<file path="src/rtl/nph_pkg.sv">
package nph_pkg;

  localparam int RED_BITS_DEF = 5;
  localparam int GRN_BITS_DEF = 6;
  localparam int BLU_BITS_DEF = 5;

  typedef enum logic [1:0] {
    MODE_ONE    = 2'd0,
    MODE_PAIR_X = 2'd1,
    MODE_PAIR_Y = 2'd2,
    MODE_QUAD   = 2'd3
  } avg_mode_e;

endpackage

</file>
<file path="src/rtl/nph_mode_dec.sv">
module nph_mode_dec
  import nph_pkg::*;
(
  input  logic      half_x,
  input  logic      half_y,
  input  logic      invalid,
  output avg_mode_e mode,
  output logic      blank
);

  always_comb begin
    unique case ({half_y, half_x})
      2'b00:   mode = MODE_ONE;
      2'b01:   mode = MODE_PAIR_X;
      2'b10:   mode = MODE_PAIR_Y;
      default: mode = MODE_QUAD;
    endcase
    blank = invalid;
  end

endmodule

</file>
<file path="src/rtl/nph_chan_avg.sv">
module nph_chan_avg
  import nph_pkg::*;
#(
  parameter int W = 5
) (
  input  avg_mode_e      mode,
  input  logic [W-1:0]   a00,
  input  logic [W-1:0]   a10,
  input  logic [W-1:0]   a01,
  input  logic [W-1:0]   a11,
  output logic [W-1:0]   y
);

  localparam int SW = W + 2;

  logic [SW-1:0] sum_x;
  logic [SW-1:0] sum_y;
  logic [SW-1:0] sum_q;

  always_comb begin
    sum_x = {2'b00, a00} + {2'b00, a10};
    sum_y = {2'b00, a00} + {2'b00, a01};
    sum_q = sum_x + {2'b00, a01} + {2'b00, a11};
    unique case (mode)
      MODE_ONE:    y = a00;
      MODE_PAIR_X: y = sum_x[W:1];
      MODE_PAIR_Y: y = sum_y[W:1];
      default:     y = sum_q[W+1:2];
    endcase
  end

endmodule

</file>
<file path="src/rtl/nph_interp.sv">
module nph_interp
  import nph_pkg::*;
#(
  parameter int RED_BITS = RED_BITS_DEF,
  parameter int GRN_BITS = GRN_BITS_DEF,
  parameter int BLU_BITS = BLU_BITS_DEF,
  parameter int PIX_W    = RED_BITS + GRN_BITS + BLU_BITS
) (
  input  logic             clk,
  input  logic             rst_n,
  input  logic             in_valid,
  input  logic             in_invalid,
  input  logic             in_half_x,
  input  logic             in_half_y,
  input  logic [PIX_W-1:0] in_p00,
  input  logic [PIX_W-1:0] in_p10,
  input  logic [PIX_W-1:0] in_p01,
  input  logic [PIX_W-1:0] in_p11,
  output logic             out_valid,
  output logic [PIX_W-1:0] out_pix
);

  localparam int NCH = 3;

  avg_mode_e        mode;
  logic             blank;
  logic [PIX_W-1:0] avg_pix;
  logic [PIX_W-1:0] pix_d;
  logic             pix_en;
  logic             valid_d;
  logic             valid_q;
  logic [PIX_W-1:0] pix_q;

  nph_mode_dec u_dec (
    .half_x  (in_half_x),
    .half_y  (in_half_y),
    .invalid (in_invalid),
    .mode    (mode),
    .blank   (blank)
  );

  // blue sits at the bottom, green in the middle, red at the top
  for (genvar g = 0; g < NCH; g++) begin : g_chan
    localparam int CW = (g == 0) ? BLU_BITS : ((g == 1) ? GRN_BITS : RED_BITS);
    localparam int LO = (g == 0) ? 0 : ((g == 1) ? BLU_BITS : BLU_BITS + GRN_BITS);
    nph_chan_avg #(.W(CW)) u_avg (
      .mode (mode),
      .a00  (in_p00[LO +: CW]),
      .a10  (in_p10[LO +: CW]),
      .a01  (in_p01[LO +: CW]),
      .a11  (in_p11[LO +: CW]),
      .y    (avg_pix[LO +: CW])
    );
  end

  always_comb begin
    valid_d = in_valid;
    pix_en  = in_valid;
    pix_d   = blank ? '0 : avg_pix;
  end

  always_ff @(posedge clk or negedge rst_n) begin
    if (!rst_n) begin
      valid_q <= 1'b0;
      pix_q   <= '0;
    end else begin
      valid_q <= valid_d;
      if (pix_en) begin
        pix_q <= pix_d;
      end
    end
  end

  assign out_valid = valid_q;
  assign out_pix   = pix_q;

endmodule

</file>
<file path="config.mk">
export PLATFORM = sky130hd
export DESIGN_NAME = nph_interp
export DESIGN_NICKNAME = d
export VERILOG_FILES = /design/src/rtl/nph_pkg.sv /design/src/rtl/nph_mode_dec.sv /design/src/rtl/nph_chan_avg.sv /design/src/rtl/nph_interp.sv
export SDC_FILE = /design/constraint.sdc
export NUM_CORES = 1
export LEC_CHECK = 0
export BUFFER_PORTS_ARGS = -buffer_cell sky130_fd_sc_hd__buf_2
export CORE_MARGIN = 2
export CORE_UTILIZATION = 54
export CTS_BUF_LIST = sky130_fd_sc_hd__clkbuf_4 sky130_fd_sc_hd__clkbuf_8 sky130_fd_sc_hd__clkbuf_16
export DETAILED_ROUTE_END_ITERATION = 10
export HOLD_SLACK_MARGIN = 0.03
export PLACE_DENSITY = 0.84
export SLEW_MARGIN = 20
export SYNTH_ARGS = -nofsm -noshare
export SYNTH_HDL_FRONTEND = slang
export SYNTH_HIERARCHICAL = 1
export SYNTH_SLANG_ARGS = --single-unit
</file>
<file path="constraint.sdc">
create_clock -name clk -period 0.8 [get_ports clk]
set_input_delay 0.16 -clock clk [delete_from_list [all_inputs] [get_ports clk]]
set_output_delay 0.16 -clock clk [all_outputs]
set_load 0.02 [all_outputs]
</file>
==> flow_metrics.py, run 1 <==
metrics = {
    "status": {
        "status": "did not finish",
        "haltStage": "global routing (5_1_grt)",
        "tool.error": "[ERROR GRT-0232] Routing congestion too high. Check the congestion heatmap in the GUI.",
    },
    "place": {
        "place_area_mm2": 0.00453,
        "place_inst": 561,
        "routabilityCongestion": 0.963,
        "dp_slack_ps": -2540,
        "port-buffer-count": 86,
        "dpl.hpwl_mm": 7.77,
    },
    "yosys": {
        "syn-num-nets": 468,
        "synth-edff-count": 0,
        "ys_ff_latch": 17,
        "yosys_warnings": 6,
        "seq_area_frac_synth": 0.139,
        "ys_top_cells_by_area": "ha_1, fa_1, dfrtp_1",
        "synth_cell_type_count": 45,
        "ys.flop_type": "dfrtp_1",
        "synthesis.instances": 331,
        "synth_largest_area_cell": "ha_1",
        "async_reset_ff_frac": 1.00,
        "synth_top_area_share": 0.184,
        "netlist_area_mm2": 0.00306,
        "syn-mean-instance-area_um2": 9.25,
    },
    "global_route": {
        "grt_max_degree": 34,
        "grt_use_total": 0.651,
        "grt-ovfl-total": 9,
    },
    "floorplanning": {
        "die_x_um": 79.3,
        "rows": 27,
        "initial_core_util": 0.556,
        "io_pins": 87,
        "die_h_um": 79.3,
    },
    "sta": {
        "crit_endpoint": "out_pix[14]$_DFFE_PN0P_/D",
        "worst_endpoint_kind": "sequential cell input",
    },
    "clock_network": {
        "clockBufferDepth": 2,
        "cts-buffers-inserted": 3,
        "cts-root-buf": "clkbuf_8",
        "htreeDepth": 1,
        "clock-sinks": 17,
    },
}
-- kinds of logic after synthesis --
| family | count (synthesis) | share of synthesized area |
|---|---|---|
| XOR/XNOR | 22 | 0.0630 |
| AND/OR/NAND/NOR | 64 | 0.115 |
| multiplexers | 10 | 0.0695 |
| AO/OA/AOI/OAI | 101 | 0.218 |
| buffers and inverters | 50 | 0.0683 |
| adder cells (fa/ha/maj) | 67 | 0.328 |
| flip-flops | 17 | 0.139 |
-- per-stage QoR --
step                setup TNS [ps]  hold WS, ps
CTS                         -32710          249
detailed placement          -35550          100
global placement            -33940         87.0
floorplan                   -29380         -136
-- cells in the mapped netlist, types with 7 or more instances --
master / n
clkbuf_1: 8
fa_1: 22
ha_1: 45
a21oi_1: 23
xnor2_1: 15
xor2_1: 7
nor2_1: 13
dfrtp_1: 17
nand3b_1: 17
nand2_1: 15
o21ai_0: 20
a21o_1: 12
mux4_2: 9
inv_1: 37
-- layer usage --
| layer | GRT overflow | global-route usage |
|---|---|---|
| met1 | 0 | 0.625 |
| met2 | 6 | 0.881 |
| met3 | 0 | 0.440 |
| met4 | 3 | 0.672 |
| met5 | 0 | 0.0727 |
-- repair_timing --
action | in CTS
endpoints found under the hold margin | 17
endpoints found under the setup margin | 33
hold buffers | 1
buffers inserted | 27
gates resized for setup | 77
pin swaps | 56
==> run 2, diff against run 1 <==
- CORE_UTILIZATION: 54 -> 40
- CTS_BUF_LIST: sky130_fd_sc_hd__clkbuf_4 sky130_fd_sc_hd__clkbuf_8 sky130_fd_sc_hd__clkbuf_16 -> unset
- HOLD_SLACK_MARGIN: 0.03 -> unset
- PLACE_DENSITY: 0.84 -> unset
- PLACE_DENSITY_LB_ADDON: unset -> 0.15
==> run 2 against run 1 <==
Area after synthesis unchanged. The flow now finishes, with violations (setup timing). Synthesized cell count is the same.
==> flow_metrics.py, run 2 <==
metrics = {
    "global_route": {
        "grt_pass1_wl_mm": 14.4,
        "grt_pass1_vias": 3324,
        "grt-ovfl-total": 0,
        "grt_use_total": 0.206,
        "antenna_found_initial": 0,
        "grt_max_degree": 34,
    },
    "yosys": {
        "syn-mean-instance-area_um2": 9.25,
        "seq_area_frac_synth": 0.139,
        "synth_largest_area_cell": "ha_1",
        "synth-edff-count": 0,
        "syn-num-nets": 468,
        "yosys_warnings": 6,
        "synth_top_area_share": 0.184,
        "netlist_top_cells_count": "ha_1, inv_1, a21oi_1",
        "ys.flop_type": "dfrtp_1",
        "synthesis.instances": 331,
        "ys_top_cells_by_area": "ha_1, fa_1, dfrtp_1",
        "ys_ff_latch": 17,
        "synth_cell_type_count": 45,
        "netlist_area_mm2": 0.00306,
        "yosysMostFrequentCell": "ha_1",
        "async_reset_ff_frac": 1.00,
    },
    "critical_path": {
        "worst_setup_path_start_kind": "input port",
        "end_kind": "flop",
        "cpMaxStageDelayCell": "fa_1",
        "crit_path_max_fanout": 3,
        "cp.arrival_ps": 3030,
        "crit_chain": "buf_8 -> ha_4 -> inv_2 -> fa_2 -> buf_4 -> nor2b_4 -> o21ai_1 -> a21oi_2 -> fa_1 -> ha_4 -> o21a_1 -> o21ai_2 -> nor2b_1 -> mux4_2 -> nand3b_1 -> o21ai_1",
        "path_class": "in -> reg",
        "cpPeakStageDelay_ps": 480,
        "critPathRequiredTime_ps": 940,
    },
    "power_and_ir_drop": {
        "total_power_w": 0.00805,
        "power_density_mw_per_mm2": 1520,
        "power.leakage_nw": 2.49,
        "ir_worst_vdd_mv": 0.821,
    },
    "route": {
        "drt_iter0_drc": 120,
        "drcViolationCount": 0,
        "wl_per_cell_um": 14.0,
        "dr.pass1.iters": 4,
        "vias": 3162,
        "wl_mm": 8.72,
        "antenna_left": 0,
        "vias_per_cell": 5.06,
    },
    "sta": {
        "max_freq_ghz": 0.345,
        "setup_violations": 33,
        "max_slew_margin": 0.750,
        "finalHoldViolations": 0,
        "rsz0062_at_grt": "yes",
        "min_period_over_period": 3.62,
        "timing.final.ws_setup_ps": -2100,
        "final_max_slew_viol_count": 0,
        "worstMarginPinSlew_ps": 375,
        "fin_skew_ps": 0,
        "fin_crit_ps": 2900,
    },
    "floorplanning": {
        "die_x_um": 91.5,
        "rows": 31,
        "die_h_um": 91.5,
        "io_pins": 87,
        "coreArea_mm2": 0.00733,
        "initial_core_util": 0.417,
        "die-area_mm2": 0.00837,
    },
    "cells_and_area": {
        "largest_reg_flops": 16,
        "final_cell_mix": "buf_4, buf_2, buf_6",
        "nFillCells": 531,
        "drive_above_1_share": 0.553,
        "final_common_cell": "buf_4",
        "nNetsFinal": 664,
        "n_antenna_cell": 0,
        "fin_area_mm2": 0.00529,
        "areaGrowthSynthToFinish_pct": 72.9,
    },
    "clock_network": {
        "cts_tree": "yes",
        "clockBufferDepth": 2,
        "clk_pin_slew_ps": 60,
        "htreeDepth": 1,
        "cts-buffers-inserted": 3,
        "clock-sinks": 17,
        "cts-root-buf": "clkbuf_8",
        "clk_latency_ps": 250,
    },
    "place": {
        "dpl.hpwl_mm": 6.96,
        "dp_slack_ps": -2440,
        "port-buffer-count": 86,
        "place_area_mm2": 0.00460,
        "routabilityCongestion": 0.804,
    },
    "status": {
        "violations": "setup timing",
        "status": "finished, violations left",
    },
    "flow_run": {
        "drv_cap": 0,
    },
    "min_path": {
        "hp-class": "in -> reg",
    },
}
[run 2: cells by family (layout without fill, tap and decap cells)]
family                     count (synthesis)  after routing  synth area share
muxes                                     10             10            0.0695
xor gates and xnor gates                  22             22            0.0630
AOI/OAI and AO/OA                        101            101             0.218
DFF                                       17             17             0.139
buffers and inverters                     50            245            0.0683
adders and majority gates                 67             67             0.328
and+or+nand+nor                           64             64             0.115
[run 2: repair_timing]
| item | CTS | global route |
|---|---|---|
| resized for setup | 69 | 41 |
| pin swaps | 45 | 42 |
| hold buffers | 1 | 0 |
| setup buffers | 23 | 9 |
| endpoints found under the hold margin | 17 | 0 |
| setup endpoints to repair | 33 | 33 |
[run 2: path summary, 6_finish.rpt]
| check | from | endpoint | slack [ps] | cells after the start |
|---|---|---|---|---|
| worst max register to register | out_pix[15] | out_pix[15] | 50 | 3 |
| worst min-delay path | in_valid | out_valid | 240 | 2 |
| worst min register to register | out_pix[6] | out_pix[6] | 530 | 2 |
| worst max-delay path | in_p00[5] | out_pix[8] | -2100 | 16 |
| min in group asynchronous | rst_n | out_pix[14] | 360 | 2 |
| max in group asynchronous | rst_n | out_pix[13] | 170 | 2 |
[run 2: report_power, final]
group,internal [W],switching [W]
Sequential,0.000995,0.000110
Combinational,0.00354,0.00277
Clock,0.000345,0.000293
Total,0.00489,0.00317
[run 2: metrics by stage]
| step | TNS [ps] | hold slack [ps] | util | instances |
|---|---|---|---|---|
| after floorplan | -29380 | -136 | - | 331 |
| after global placement | -34150 | 96.6 | 0.627 | 591 |
| after detailed placement | -35180 | 98.2 | 0.627 | 591 |
| after CTS | -32210 | 228 | 0.693 | 618 |
| after global routing | -34160 | 233 | 0.722 | 625 |
| final | -32160 | 235 | 0.722 | 625 |
[run 2: routing by layer]
layer	wire, µm	share of wire	track usage
met1	3630	0.42	0.257
met2	4700	0.54	0.392
met3	372	0.043	0.0266
met4	8	0.00092	0.0152
met5	0	0	0
[run 2: final cells by class]
| cell class | instances | area [µm²] | share of cell area |
|---|---|---|---|
| multi-input combinational | 264 | 2930 | 0.553 |
| clock buffer | 3 | 41.3 | 0.00780 |
| timing repair buffer | 204 | 1630 | 0.308 |
| tap | 99 | 124 | 0.0234 |
| sequential | 17 | 425 | 0.0804 |
| inverter | 37 | 139 | 0.0262 |
| clock inverter | 1 | 5.00 | 0.000946 |
[run 2: critical path, delay by kind of cell]
kind	cells	cell delay, ps
multiplexers	1	460
buffers and inverters	3	270
AO/OA/AOI/OAI	5	540
adder cells (fa/ha/maj)	4	1280
AND/OR/NAND/NOR	3	330
(Power assumes the default switching activity.)
==> run 3, diff against run 2 <==
- CORE_UTILIZATION: 40 -> 29
==> run 3 against run 2 <==
The run still ends with setup timing left. First-iteration DRC count is 15% lower. Clock skew unchanged. Cell count up 6.2%. Hold slack gained 74 ps. Critical path type unchanged. Critical endpoint is now out_pix[7].
==> flow_metrics.py, run 3 (synthesized netlist as in run 2, its figures left out) <==
metrics = {
    "power_and_ir_drop": {
        "pwr-share-comb": 0.777,
        "ir_worst_vdd_mv": 0.909,
        "swShare": 0.395,
        "power.leakage_nw": 2.46,
        "power_density_mw_per_mm2": 1490,
        "total_power_w": 0.00779,
        "pwr-share-seq": 0.142,
        "p_int_w": 0.00471,
        "p_sw_w": 0.00308,
        "clock_power_share": 0.081,
    },
    "critical_path": {
        "critPathRequiredTime_ps": 970,
        "worst_setup_path_start_kind": "input port",
        "cpMaxStageDelayCell": "fa_1",
        "cp.arrival_ps": 3110,
        "cpPeakStageDelay_ps": 480,
        "timing.rr.end": "out_pix[7]",
        "crit_chain": "buf_8 -> ha_4 -> buf_6 -> a21o_1 -> a21oi_2 -> xnor2_2 -> fa_1 -> ha_4 -> and3_4 -> a221o_1 -> buf_4 -> buf_4 -> nand2_1 -> nand3b_1 -> a32oi_1 -> nand3b_1 -> o21ai_0",
        "cp_top_family": "compound AO/OA/AOI/OAI gates",
        "worstSetupStartpoint": "in_p00[5]",
        "worstReg2RegStart": "out_pix[7]",
        "r2r_setup_slack_ps": 20,
        "end_kind": "flop",
        "critPathBufInv": 4,
        "crit_path_max_fanout": 4,
        "crit_cells": 17,
        "path_class": "in -> reg",
        "reg2reg_depth": 3,
        "endpoint": "out_pix[7]",
    },
    "cells_and_area": {
        "n_antenna_cell": 0,
        "fin_cells": 664,
        "nNetsFinal": 666,
        "areaGrowthSynthToFinish_pct": 71.3,
        "register_area_um2": 425,
        "nFillCells": 992,
        "largest_reg_flops": 16,
        "multi_input_area_mm2": 0.00290,
        "final_common_cell": "buf_4",
        "final_cell_mix": "buf_4, buf_2, inv_1",
        "drive_above_1_share": 0.538,
    },
    "place": {
        "port-buffer-count": 86,
        "dpl.hpwl_mm": 7.65,
        "place_inst": 635,
        "routabilityCongestion": 0.836,
        "dp_slack_ps": -2460,
    },
    "sta": {
        "finalHoldViolations": 0,
        "timing.final.ws_setup_ps": -2140,
        "max_slew_margin": 0.649,
        "min_period_over_period": 3.67,
        "holdWs_ps": 310,
        "max_freq_ghz": 0.340,
        "worstMarginPinSlew_ps": 527,
        "tns_ps": -32720,
        "fin_crit_ps": 2940,
        "fin_skew_ps": 0,
        "rsz0062_at_grt": "yes",
        "final_max_slew_viol_count": 0,
        "setup_violations": 33,
    },
    "floorplanning": {
        "io_pins": 87,
        "die_x_um": 107,
        "coreArea_mm2": 0.0103,
        "die-area_mm2": 0.0114,
        "die_h_um": 107,
        "initial_core_util": 0.298,
        "rows": 37,
    },
    "global_route": {
        "grt_pass1_vias": 3373,
        "grtUsageMet3": 0.0280,
        "grt-ovfl-total": 0,
        "grt_max_degree": 34,
        "grt_use_total": 0.166,
        "use_met2": 0.305,
        "antenna_found_initial": 0,
        "grt_util_met1": 0.208,
        "grt_pass1_wl_mm": 15.5,
        "grt-busiest-layer": "met2",
    },
    "clock_network": {
        "cts_tree": "yes",
        "htreeDepth": 1,
        "clk_pin_slew_ps": 70,
        "clockBufferDepth": 2,
        "cts-buffers-inserted": 3,
        "cts-root-buf": "clkbuf_8",
        "clock-sinks": 17,
        "clk_latency_ps": 250,
    },
    "flow_run": {
        "drv_cap": 0,
    },
    "route": {
        "drcViolationCount": 0,
        "wl_per_cell_um": 14.1,
        "vias_per_cell": 4.73,
        "antenna_left": 0,
        "dr.pass1.iters": 4,
        "vias": 3143,
        "drt_iter0_drc": 102,
        "wl_mm": 9.33,
    },
    "min_path": {
        "min_path_cells": 1,
        "holdCritStartpoint": "in_valid",
        "hp-class": "in -> reg",
    },
    "status": {
        "violations": "setup timing",
        "status": "finished, violations left",
    },
}
[run 3: worst min-delay path by stage]
stage,to,slack (ps)
after floorplan,out_pix[0],-140
after global placement,out_pix[4],110
after detailed placement,out_pix[4],110
after CTS,out_valid,300
after global routing,out_valid,350
final,out_valid,310
[run 3: worst register-to-register path: stages (launching register included)]
cell	delay (ps)
dfrtp_1	410
buf_4	140
inv_1	40
o21ai_0	60
[run 3: area by class of cell]
| type | instances | share of cell area |
|---|---|---|
| multi-input combinational | 264 | 0.554 |
| timing repair buffer | 206 | 0.298 |
| sequential | 17 | 0.0811 |
| tap | 136 | 0.0325 |
| inverter | 37 | 0.0265 |
| clock buffer | 3 | 0.00787 |
| clock inverter | 1 | 0.000954 |
[run 3: what timing repair did]
item,CTS,global route
hold endpoints to repair,17,0
gates resized for setup,59,21
setup buffers,15,11
pin swaps,35,15
endpoints found under the setup margin,33,33
hold buffers,1,0
[run 3: power by group through the flow]
stage               clock, W  sequential (W)  combinational [W]
global placement           0         0.00109            0.00499
finish              0.000631         0.00111            0.00606
global route        0.000697         0.00112            0.00668
floorplan                  0         0.00125            0.00302
CTS                 0.000662         0.00111            0.00556
detailed placement         0         0.00109            0.00510
[run 3: metrics by stage]
stage	utilization	instance area [µm²]
detailed placement	0.454	4670
global route	0.510	5240
global placement	0.454	4670
floorplan	-	3390
CTS	0.491	5040
finish	0.510	5240
[run 3: routing by layer]
metal | part of all wire | up-vias
met5 | 0 | -
met3 | 0.043 | 14
met4 | 0.015 | 0
met2 | 0.52 | 63
li1 | - | 1577
met1 | 0.43 | 1489
